### src/rtl/canint_pkg.sv
package canint_pkg;
  localparam int unsigned DEF_NUM_OBJ   = 32;
  localparam int unsigned DEF_ID_W      = 16;
  localparam logic [15:0] DEF_STAT_CODE = 16'h8000;

  typedef struct packed {
    logic upd;
    logic is_err;
  } stat_evt_t;

  function automatic logic evt_enabled(stat_evt_t e, logic err_en, logic stat_en);
    return e.upd && (e.is_err ? err_en : stat_en);
  endfunction
endpackage

### src/rtl/canint_stat_latch.sv
module canint_stat_latch
  import canint_pkg::*;
(
  input  logic      clk,
  input  logic      rst,
  input  stat_evt_t evt,
  input  logic      err_en,
  input  logic      stat_en,
  input  logic      cpu_rd,
  output logic      pend_nxt,
  output logic      pend_q
);
  logic set_now;

  always_comb begin
    set_now = evt_enabled(evt, err_en, stat_en);
    if (set_now)      pend_nxt = 1'b1;
    else if (cpu_rd)  pend_nxt = 1'b0;
    else              pend_nxt = pend_q;
  end

  always_ff @(posedge clk) begin
    if (rst) pend_q <= 1'b0;
    else     pend_q <= pend_nxt;
  end
endmodule

### src/rtl/canint_prio_enc.sv
module canint_prio_enc #(
  parameter int unsigned NUM_OBJ = 32,
  parameter int unsigned CODE_W  = $clog2(NUM_OBJ + 1)
) (
  input  logic [NUM_OBJ-1:0] pend,
  output logic [CODE_W-1:0]  code
);
  logic [NUM_OBJ-1:0] win;

  genvar g;
  generate
    for (g = 0; g < NUM_OBJ; g++) begin : g_win
      if (g == 0) begin : g_first
        assign win[g] = pend[g];
      end else begin : g_rest
        assign win[g] = pend[g] & ~(|pend[g-1:0]);
      end
    end
  endgenerate

  always_comb begin
    code = '0;
    for (int i = 0; i < NUM_OBJ; i++) begin
      if (win[i]) code = code | CODE_W'(i + 1);
    end
  end
endmodule

### src/rtl/canint_id_reg.sv
module canint_id_reg #(
  parameter int unsigned ID_W      = 16,
  parameter int unsigned CODE_W    = 6,
  parameter logic [ID_W-1:0] STAT_CODE = 16'h8000
) (
  input  logic              clk,
  input  logic              rst,
  input  logic              stat_nxt,
  input  logic [CODE_W-1:0] obj_code,
  input  logic              glb_en,
  output logic [ID_W-1:0]   irq_id,
  output logic              irq_line
);
  localparam int unsigned PAD_W = ID_W - CODE_W;

  logic [ID_W-1:0] id_nxt;
  logic            line_nxt;

  always_comb begin
    id_nxt   = stat_nxt ? STAT_CODE : {{PAD_W{1'b0}}, obj_code};
    line_nxt = glb_en && (id_nxt != '0);
  end

  always_ff @(posedge clk) begin
    if (rst) begin
      irq_id   <= '0;
      irq_line <= 1'b0;
    end else begin
      irq_id   <= id_nxt;
      irq_line <= line_nxt;
    end
  end
endmodule

### src/rtl/canint_id_arb.sv
module canint_id_arb
  import canint_pkg::*;
#(
  parameter int unsigned NUM_OBJ   = DEF_NUM_OBJ,
  parameter int unsigned ID_W      = DEF_ID_W,
  parameter logic [ID_W-1:0] STAT_CODE = DEF_STAT_CODE
) (
  input  logic               clk,
  input  logic               rst,
  input  logic [NUM_OBJ-1:0] obj_pend,
  input  logic               core_stat_wr,
  input  logic               core_stat_err,
  input  logic               err_irq_en,
  input  logic               stat_irq_en,
  input  logic               glb_irq_en,
  input  logic               cpu_stat_rd,
  input  logic               cpu_stat_wr,
  output logic [ID_W-1:0]    irq_id,
  output logic               irq_line
);
  localparam int unsigned CODE_W = $clog2(NUM_OBJ + 1);

  stat_evt_t         evt;
  logic              stat_pend_nxt;
  logic              stat_pend_q;
  logic [CODE_W-1:0] obj_code;

  assign evt = '{upd: core_stat_wr, is_err: core_stat_err};

  canint_stat_latch u_stat (
    .clk      (clk),
    .rst      (rst),
    .evt      (evt),
    .err_en   (err_irq_en),
    .stat_en  (stat_irq_en),
    .cpu_rd   (cpu_stat_rd),
    .pend_nxt (stat_pend_nxt),
    .pend_q   (stat_pend_q)
  );

  canint_prio_enc #(
    .NUM_OBJ (NUM_OBJ),
    .CODE_W  (CODE_W)
  ) u_enc (
    .pend (obj_pend),
    .code (obj_code)
  );

  canint_id_reg #(
    .ID_W      (ID_W),
    .CODE_W    (CODE_W),
    .STAT_CODE (STAT_CODE)
  ) u_out (
    .clk      (clk),
    .rst      (rst),
    .stat_nxt (stat_pend_nxt),
    .obj_code (obj_code),
    .glb_en   (glb_irq_en),
    .irq_id   (irq_id),
    .irq_line (irq_line)
  );
endmodule

### config.mk
export PLATFORM = sky130hd
export DESIGN_NAME = canint_id_arb
export DESIGN_NICKNAME = d
export VERILOG_FILES = /design/src/rtl/canint_pkg.sv /design/src/rtl/canint_stat_latch.sv /design/src/rtl/canint_prio_enc.sv /design/src/rtl/canint_id_reg.sv /design/src/rtl/canint_id_arb.sv
export SDC_FILE = /design/constraint.sdc
export NUM_CORES = 1
export LEC_CHECK = 0
export ABC_CLOCK_PERIOD_IN_PS = 3700
export BUFFER_PORTS_ARGS = -buffer_cell sky130_fd_sc_hd__buf_4
export CAP_MARGIN = 20
export CORE_MARGIN = 2
export CORE_UTILIZATION = 41
export DETAILED_ROUTE_END_ITERATION = 8
export PLACE_DENSITY = 0.91
export REMOVE_ABC_BUFFERS = 1
export SLEW_MARGIN = 20
export SYNTH_ARGS = -nofsm -noshare
export SYNTH_HDL_FRONTEND = slang
export SYNTH_SLANG_ARGS = --single-unit
### constraint.sdc
create_clock -name clk -period 3.7 [get_ports clk]
set_input_delay 0.555 -clock clk [delete_from_list [all_inputs] [get_ports clk]]
set_output_delay 0.555 -clock clk [all_outputs]
set_load 0.005 [all_outputs]
==> impl_metrics.tcl, run 1 <==
set metrics [dict create \
    via_per_inst 5.44 \
    finalHoldViolCount 0 \
    final_cells 166 \
    yosysMostFrequentCell "nor2_1" \
    synth_top_cell_by_area "dfxtp_1" \
    fin_setup_tns_ns 0 \
    ys_async_sr_fraction_pct 0 \
    netlist_instances 101 \
    wl_per_cell_um 11.4 \
    hpwl_um 1640 \
    synth_area_sq_um 726 \
    synthFlopType "dfxtp_1" \
    ioPinCount 58 \
    holdWs_ns 0.484 \
    dieArea_sq_mm 0.00212 \
    crit_arrival_ns 2.20 \
    grt_remaining_overflow 0 \
    cts_buffers 3 \
    cts_buffer_depth 2 \
    synth_common_cells "nor2_1 (14), buf_4 (10), a21oi_1 (9), nor3_1 (9)" \
    diodes 0 \
    critPathKind "in -> reg" \
    dp_slack_ns 1.41 \
    postLayoutCellArea_sq_mm 0.00108 \
    synth_edf_count 0 \
    root_buffer "clkbuf_4" \
    grt_pass1_wl_um 3000 \
    synthTopCellsByArea "dfxtp_1 (22%), buf_4 (10%), nor2_1 (7.2%), a21oi_1 (6.2%), nor3_1 (6.2%)" \
    htree_levels 1 \
    clock_latency_ns 0.25 \
    yosysWarnings 0 \
    area_growth_pct 48.4 \
    dpl_cell_area_sq_mm 0.00105 \
    antenna_found_initial 0 \
    wirelength_um 1890 \
    ys_seq_area_share_pct 22.1 \
    cts_setup_buffers 0 \
    clk_pin_slew_worst_paths_ns 0.05 \
    drive_gt1_share_pct 38.9 \
    cts.sinks 8 \
    drv_slew 0 \
    core-area_sq_mm 0.00169 \
    r2r_cells 4 \
    start_util_pct 43.0 \
    cts_hold_buffers 0 \
    ant_nets 0 \
    grt_max_degree 7 \
    p_per_area_mw_per_mm2 214 \
    cts-resized-gates 0 \
    post-layout-total-power_mw 0.231 \
    leakagePower_nw 0.493 \
    min_path_cells 2 \
    drc 0 \
    end_kind "register" \
    grt_pass1_vias 844 \
    ys_types 35 \
    fin_ws_ns 1.67 \
    nets 192 \
    synth.avg_cell_area_sq_um 7.19 \
    rsz0062_at_grt "no" \
    status "finished, final reports clean" \
    cap_viol_max_count 0 \
    ys_ff_latch 8 \
    hold_class "in -> reg" \
    grt_usage_pct 18.8 \
    peakVddDrop_v 0.000105 \
    port_buffers 47 \
    min_period_over_period_pct 55.0 \
    die_w_um 46.1 \
    gp_congestion 0.745 \
    fmax_mhz 492 \
    worst_pin_slew_ns 0.632 \
    setup_violations 0 \
    vias 903 \
    cp.required_ns 3.86 \
    cts_tree "built" \
    fin_crit_ns 2.03 \
    yosysTopAreaCellShare_pct 22.1 \
    rows 15 \
    critPathLaunchType "primary input" \
    dp_cells 163 \
    die_y_um 46.1 \
    firstDrtPassIters 4 \
    finalClockSkew_ns 0.00220 \
    cp_max_fo 4 \
    r2r_slack_ns 2.59 \
    final_core_util_pct 63.8 \
    slew_headroom_pct 57.5 \
    drtIter0Drc 15 \
]
==> cells in the final DEF, fill, tap and decap left out, types with 2 or more instances in the layout <==
cell type  instances
nor3_1             9
clkbuf_4           3
dfxtp_1            8
buf_4             47
nand2_1            3
nor2_1            14
conb_1             9
or4_4              2
a31oi_1            2
nand2b_1           3
nor4_1             5
a21oi_1            9
inv_1              8
nor4b_1            3
o21ai_0            3
==> power by group <==
group	internal [mW]	leakage, nW	switching [mW]	total [mW]
combinational	0.0441	0.413	0.0340	0.0781
clock	0.0368	0.0138	0.0254	0.0622
sequential	0.0896	0.0654	0.000887	0.0904
==> cell families (layout without fill, tap and decap cells) <==
kind of cell	after synthesis	count (layout)	synth area share (%)
buffers and inverters	18	58	14.5
and+or+nand+nor	49	49	38.6
AOI/OAI and AO/OA	24	24	22.8
muxes	1	1	1.55
DFF	8	8	22.1
other	1	9	0.517
==> sequential cells by signal, indices dropped and copies added, names as in the netlist <==
name	count
u_out.irq_id	7
u_out.irq_line	1
==> layout make-up <==
cell class,instances,area [sq um]
inverters,8,30.0
well taps,17,21.3
fillers,169,612
clock buffers,3,22.5
flip-flops and latches,8,160
repair buffers,47,353
multi-input cells,83,490
==> final timing paths <==
kind	startpoint	endpoint
worst min register to register	u_out.irq_id[15]	u_out.irq_id[15]
worst max-delay path	obj_pend[19]	u_out.irq_line
worst min-delay path	rst	u_out.irq_id[15]
worst max register to register	u_out.irq_id[15]	u_out.irq_id[3]
==> per-layer routing <==
layer  routed length (um)  GRT usage, %  vias up
met5                    0             0        -
met3                  156          1.18        4
met2                  977          35.6       46
met4                   21          10.3        0
li1                     -             -      455
met1                  734          20.1      398
==> worst max-delay path, cell delays in order <==
cell      delay, ns
buf_4          0.12
or4_4          0.54
or2_4          0.26
o41ai_1        0.36
a21oi_1        0.16
a311oi_2       0.21
Note: power is estimated with default switching activity, not from simulation.
==> inputs of run 2 (changes only) <==
Settings changed: ABC_AREA set to 1, ABC_CLOCK_PERIOD_IN_PS 3700 to 2100, CORE_ASPECT_RATIO set to 1.75, CORE_UTILIZATION 41 to 46, PLACE_DENSITY 0.91 to 0.88.
Clock period 3.7 ns to 2.1 ns, I/O delays scaled along.
==> run 2 against run 1 <==
Net effect: die area increased by 42%; highest routed layer unchanged; critical path type unchanged; sequential power increased by 77%; largest cell class unchanged; largest power group is now clock; synthesized cell count increased by 89%.
==> impl_metrics.tcl, run 2 <==
set metrics [dict create \
    status "finished, final reports clean" \
    min_period_over_period_pct 76.8 \
    synth_common_cells "nor2_1 (44), inv_1 (28), nand2_1 (26), nand3_1 (16), buf_4 (10)" \
    ys_async_sr_fraction_pct 0 \
    dieArea_sq_mm 0.00300 \
    cp_max_fo 19 \
    rr_startpoint "u_out.irq_id[15]" \
    cap_viol_max_count 0 \
    ys_types 30 \
    vias 1311 \
    netlist_instances 191 \
    cts_buffers 3 \
    htree_levels 1 \
    grt_usage_pct 19.2 \
    port_buffers 47 \
    ioPinCount 58 \
    min_to "u_out.irq_id[15]" \
    mostFrequentLayoutCell "buf_4" \
    regMostFlops "u_out.irq_id" \
    cts_setup_buffers 0 \
    synth_area_sq_mm 0.00118 \
    critPathLaunchType "primary input" \
    synth_top_cell_by_area "nor2_1" \
    finalClockSkew_ns 0.00547 \
    die_y_um 71.0 \
    dp_slack_ns 0.263 \
    synth.avg_cell_area_sq_um 6.18 \
    reg_top3 "u_out.irq_id (7), u_out.irq_line (1)" \
    cts_hold_buffers 0 \
    hold_class "in -> reg" \
    peakVddDrop_v 0.000177 \
    yosysMostFrequentCell "nor2_1" \
    rows 24 \
    cts_buffer_depth 2 \
    use_met1_pct 15.6 \
    fin_crit_ns 1.61 \
    yosysWarnings 0 \
    drtIter0Drc 14 \
    grt_util_met3_pct 3.57 \
    grt_pass1_wl_um 4620 \
    grt_pass1_vias 1265 \
    hp-start "rst" \
    rsz0062_at_grt "no" \
    hpwl_um 2320 \
    critPathKind "in -> reg" \
    wirelength_um 2630 \
    core-area_sq_mm 0.00246 \
    cts_tree "built" \
    gp_congestion 0.875 \
    ys_ff_latch 8 \
    synthFlopType "dfxtp_1" \
    fin_ws_ns 0.488 \
    grt_max_degree 20 \
    area_growth_pct 30.6 \
    r2r_cells 9 \
    setup_violations 0 \
    grt_remaining_overflow 0 \
    crit_arrival_ns 1.78 \
    leakagePower_nw 0.898 \
    cp.required_ns 2.27 \
    clock_latency_ns 0.23 \
    min_path_cells 2 \
    fin_setup_tns_ns 0 \
    largest_reg_flops 7 \
    wl_per_cell_um 9.94 \
    r2r_slack_ns 0.72 \
    drv_slew 0 \
    cts.sinks 8 \
    fmax_mhz 620 \
    yosysTopAreaCellShare_pct 14.0 \
    drc 0 \
    nets 281 \
    diodes 0 \
    via_per_inst 4.97 \
    die_w_um 42.3 \
    timing.rr.end "u_out.irq_line" \
    use_met2_pct 38.1 \
    drive_gt1_share_pct 35.7 \
    root_buffer "clkbuf_8" \
    end_kind "register" \
    top_usage_layer "met2" \
    clk_pin_slew_worst_paths_ns 0.04 \
    start_util_pct 48.0 \
    ant_nets 0 \
    p_per_area_mw_per_mm2 325 \
    ys_seq_area_share_pct 13.6 \
    synth_edf_count 0 \
    synthTopCellsByArea "nor2_1 (14%), dfxtp_1 (14%), inv_1 (8.9%), nand2_1 (8.3%), nand3_1 (6.8%)" \
    final_cell_mix "buf_4 (47), nor2_1 (44), inv_1 (28)" \
    cts-resized-gates 0 \
    firstDrtPassIters 5 \
    antenna_found_initial 0 \
    finalHoldViolCount 0 \
]
==> run 2: changes by cell type after synthesis, moves of 4 or more <==
| cell | delta |
|---|---|
| nor4_1 | -5 |
| nand4_2 | +4 |
| inv_1 | +20 |
| a21oi_1 | -6 |
| nand4_1 | +4 |
| nand2_1 | +23 |
| nand2_4 | +4 |
| nor2_2 | +6 |
| nand3_2 | +7 |
| nand3_1 | +15 |
| nor3_1 | -6 |
| nor2_1 | +30 |
==> run 2: report_power, final <==
part	internal, mW	switching (mW)
Clock	0.124	0.0602
Combinational	0.0790	0.0790
Sequential	0.158	0.00151
==> run 2: cell families (layout without fill, tap and decap cells) <==
logic type,count (synthesis),in the layout,share of synthesized area (%)
flops,8,8,13.6
simple gates,129,129,61.7
compound gates,11,11,5.93
buf+inv,42,81,18.5
other cells,1,9,0.317
==> run 2: worst max path at each step <==
stage                           start               to  slack, ns  depth (start not counted)
after CTS                 obj_pend[3]  u_out.irq_id[4]       0.50                         13
after global routing      obj_pend[3]   u_out.irq_line       0.32                         14
after global placement    obj_pend[5]   u_out.irq_line       0.32                         14
after detailed placement  obj_pend[3]  u_out.irq_id[4]       0.26                         13
after floorplan           obj_pend[3]  u_out.irq_id[4]       0.61                         12
final                     obj_pend[3]  u_out.irq_id[4]       0.49                         13
==> run 2: metrics by stage <==
step | std cells | hold slack, ns | util, % | power (mW) | instance area, sq um
final | 264 | 0.300 | 62.7 | 0.502 | 1540
after global routing | 264 | 0.298 | 62.7 | 0.534 | 1540
after CTS | 264 | 0.298 | 62.7 | 0.507 | 1540
after detailed placement | 261 | 0.538 | 61.0 | 0.321 | 1500
after global placement | 261 | 0.535 | 61.0 | 0.318 | 1500
after floorplan | 188 | 0.387 | - | 0.230 | 1120
==> run 2: final cells by class <==
type,instances,area [sq um]
Fill cell,253,920
Sequential cell,8,160
Tap cell,26,32.5
Inverter,31,124
Clock buffer,3,41.3
Timing Repair Buffer,47,353
Multi-Input combinational cell,149,832
==> run 2: critical path, cell delays in order <==
cell	delay [ns]
buf_4	0.12
nor2_2	0.18
nand2_4	0.09
nor2_8	0.28
nand3_2	0.15
nor2_2	0.14
inv_1	0.05
nand2_1	0.06
inv_1	0.04
nand4_1	0.07
nor2_1	0.05
nand3_1	0.09
and3_1	0.16
==> run 2: metal layers <==
metal	share of wire, %	routed length (um)	vias to the layer above
met5	0	0	-
met4	5.0	130	0
met3	6.1	159	12
met2	57	1490	53
met1	32	849	563
li1	-	-	683
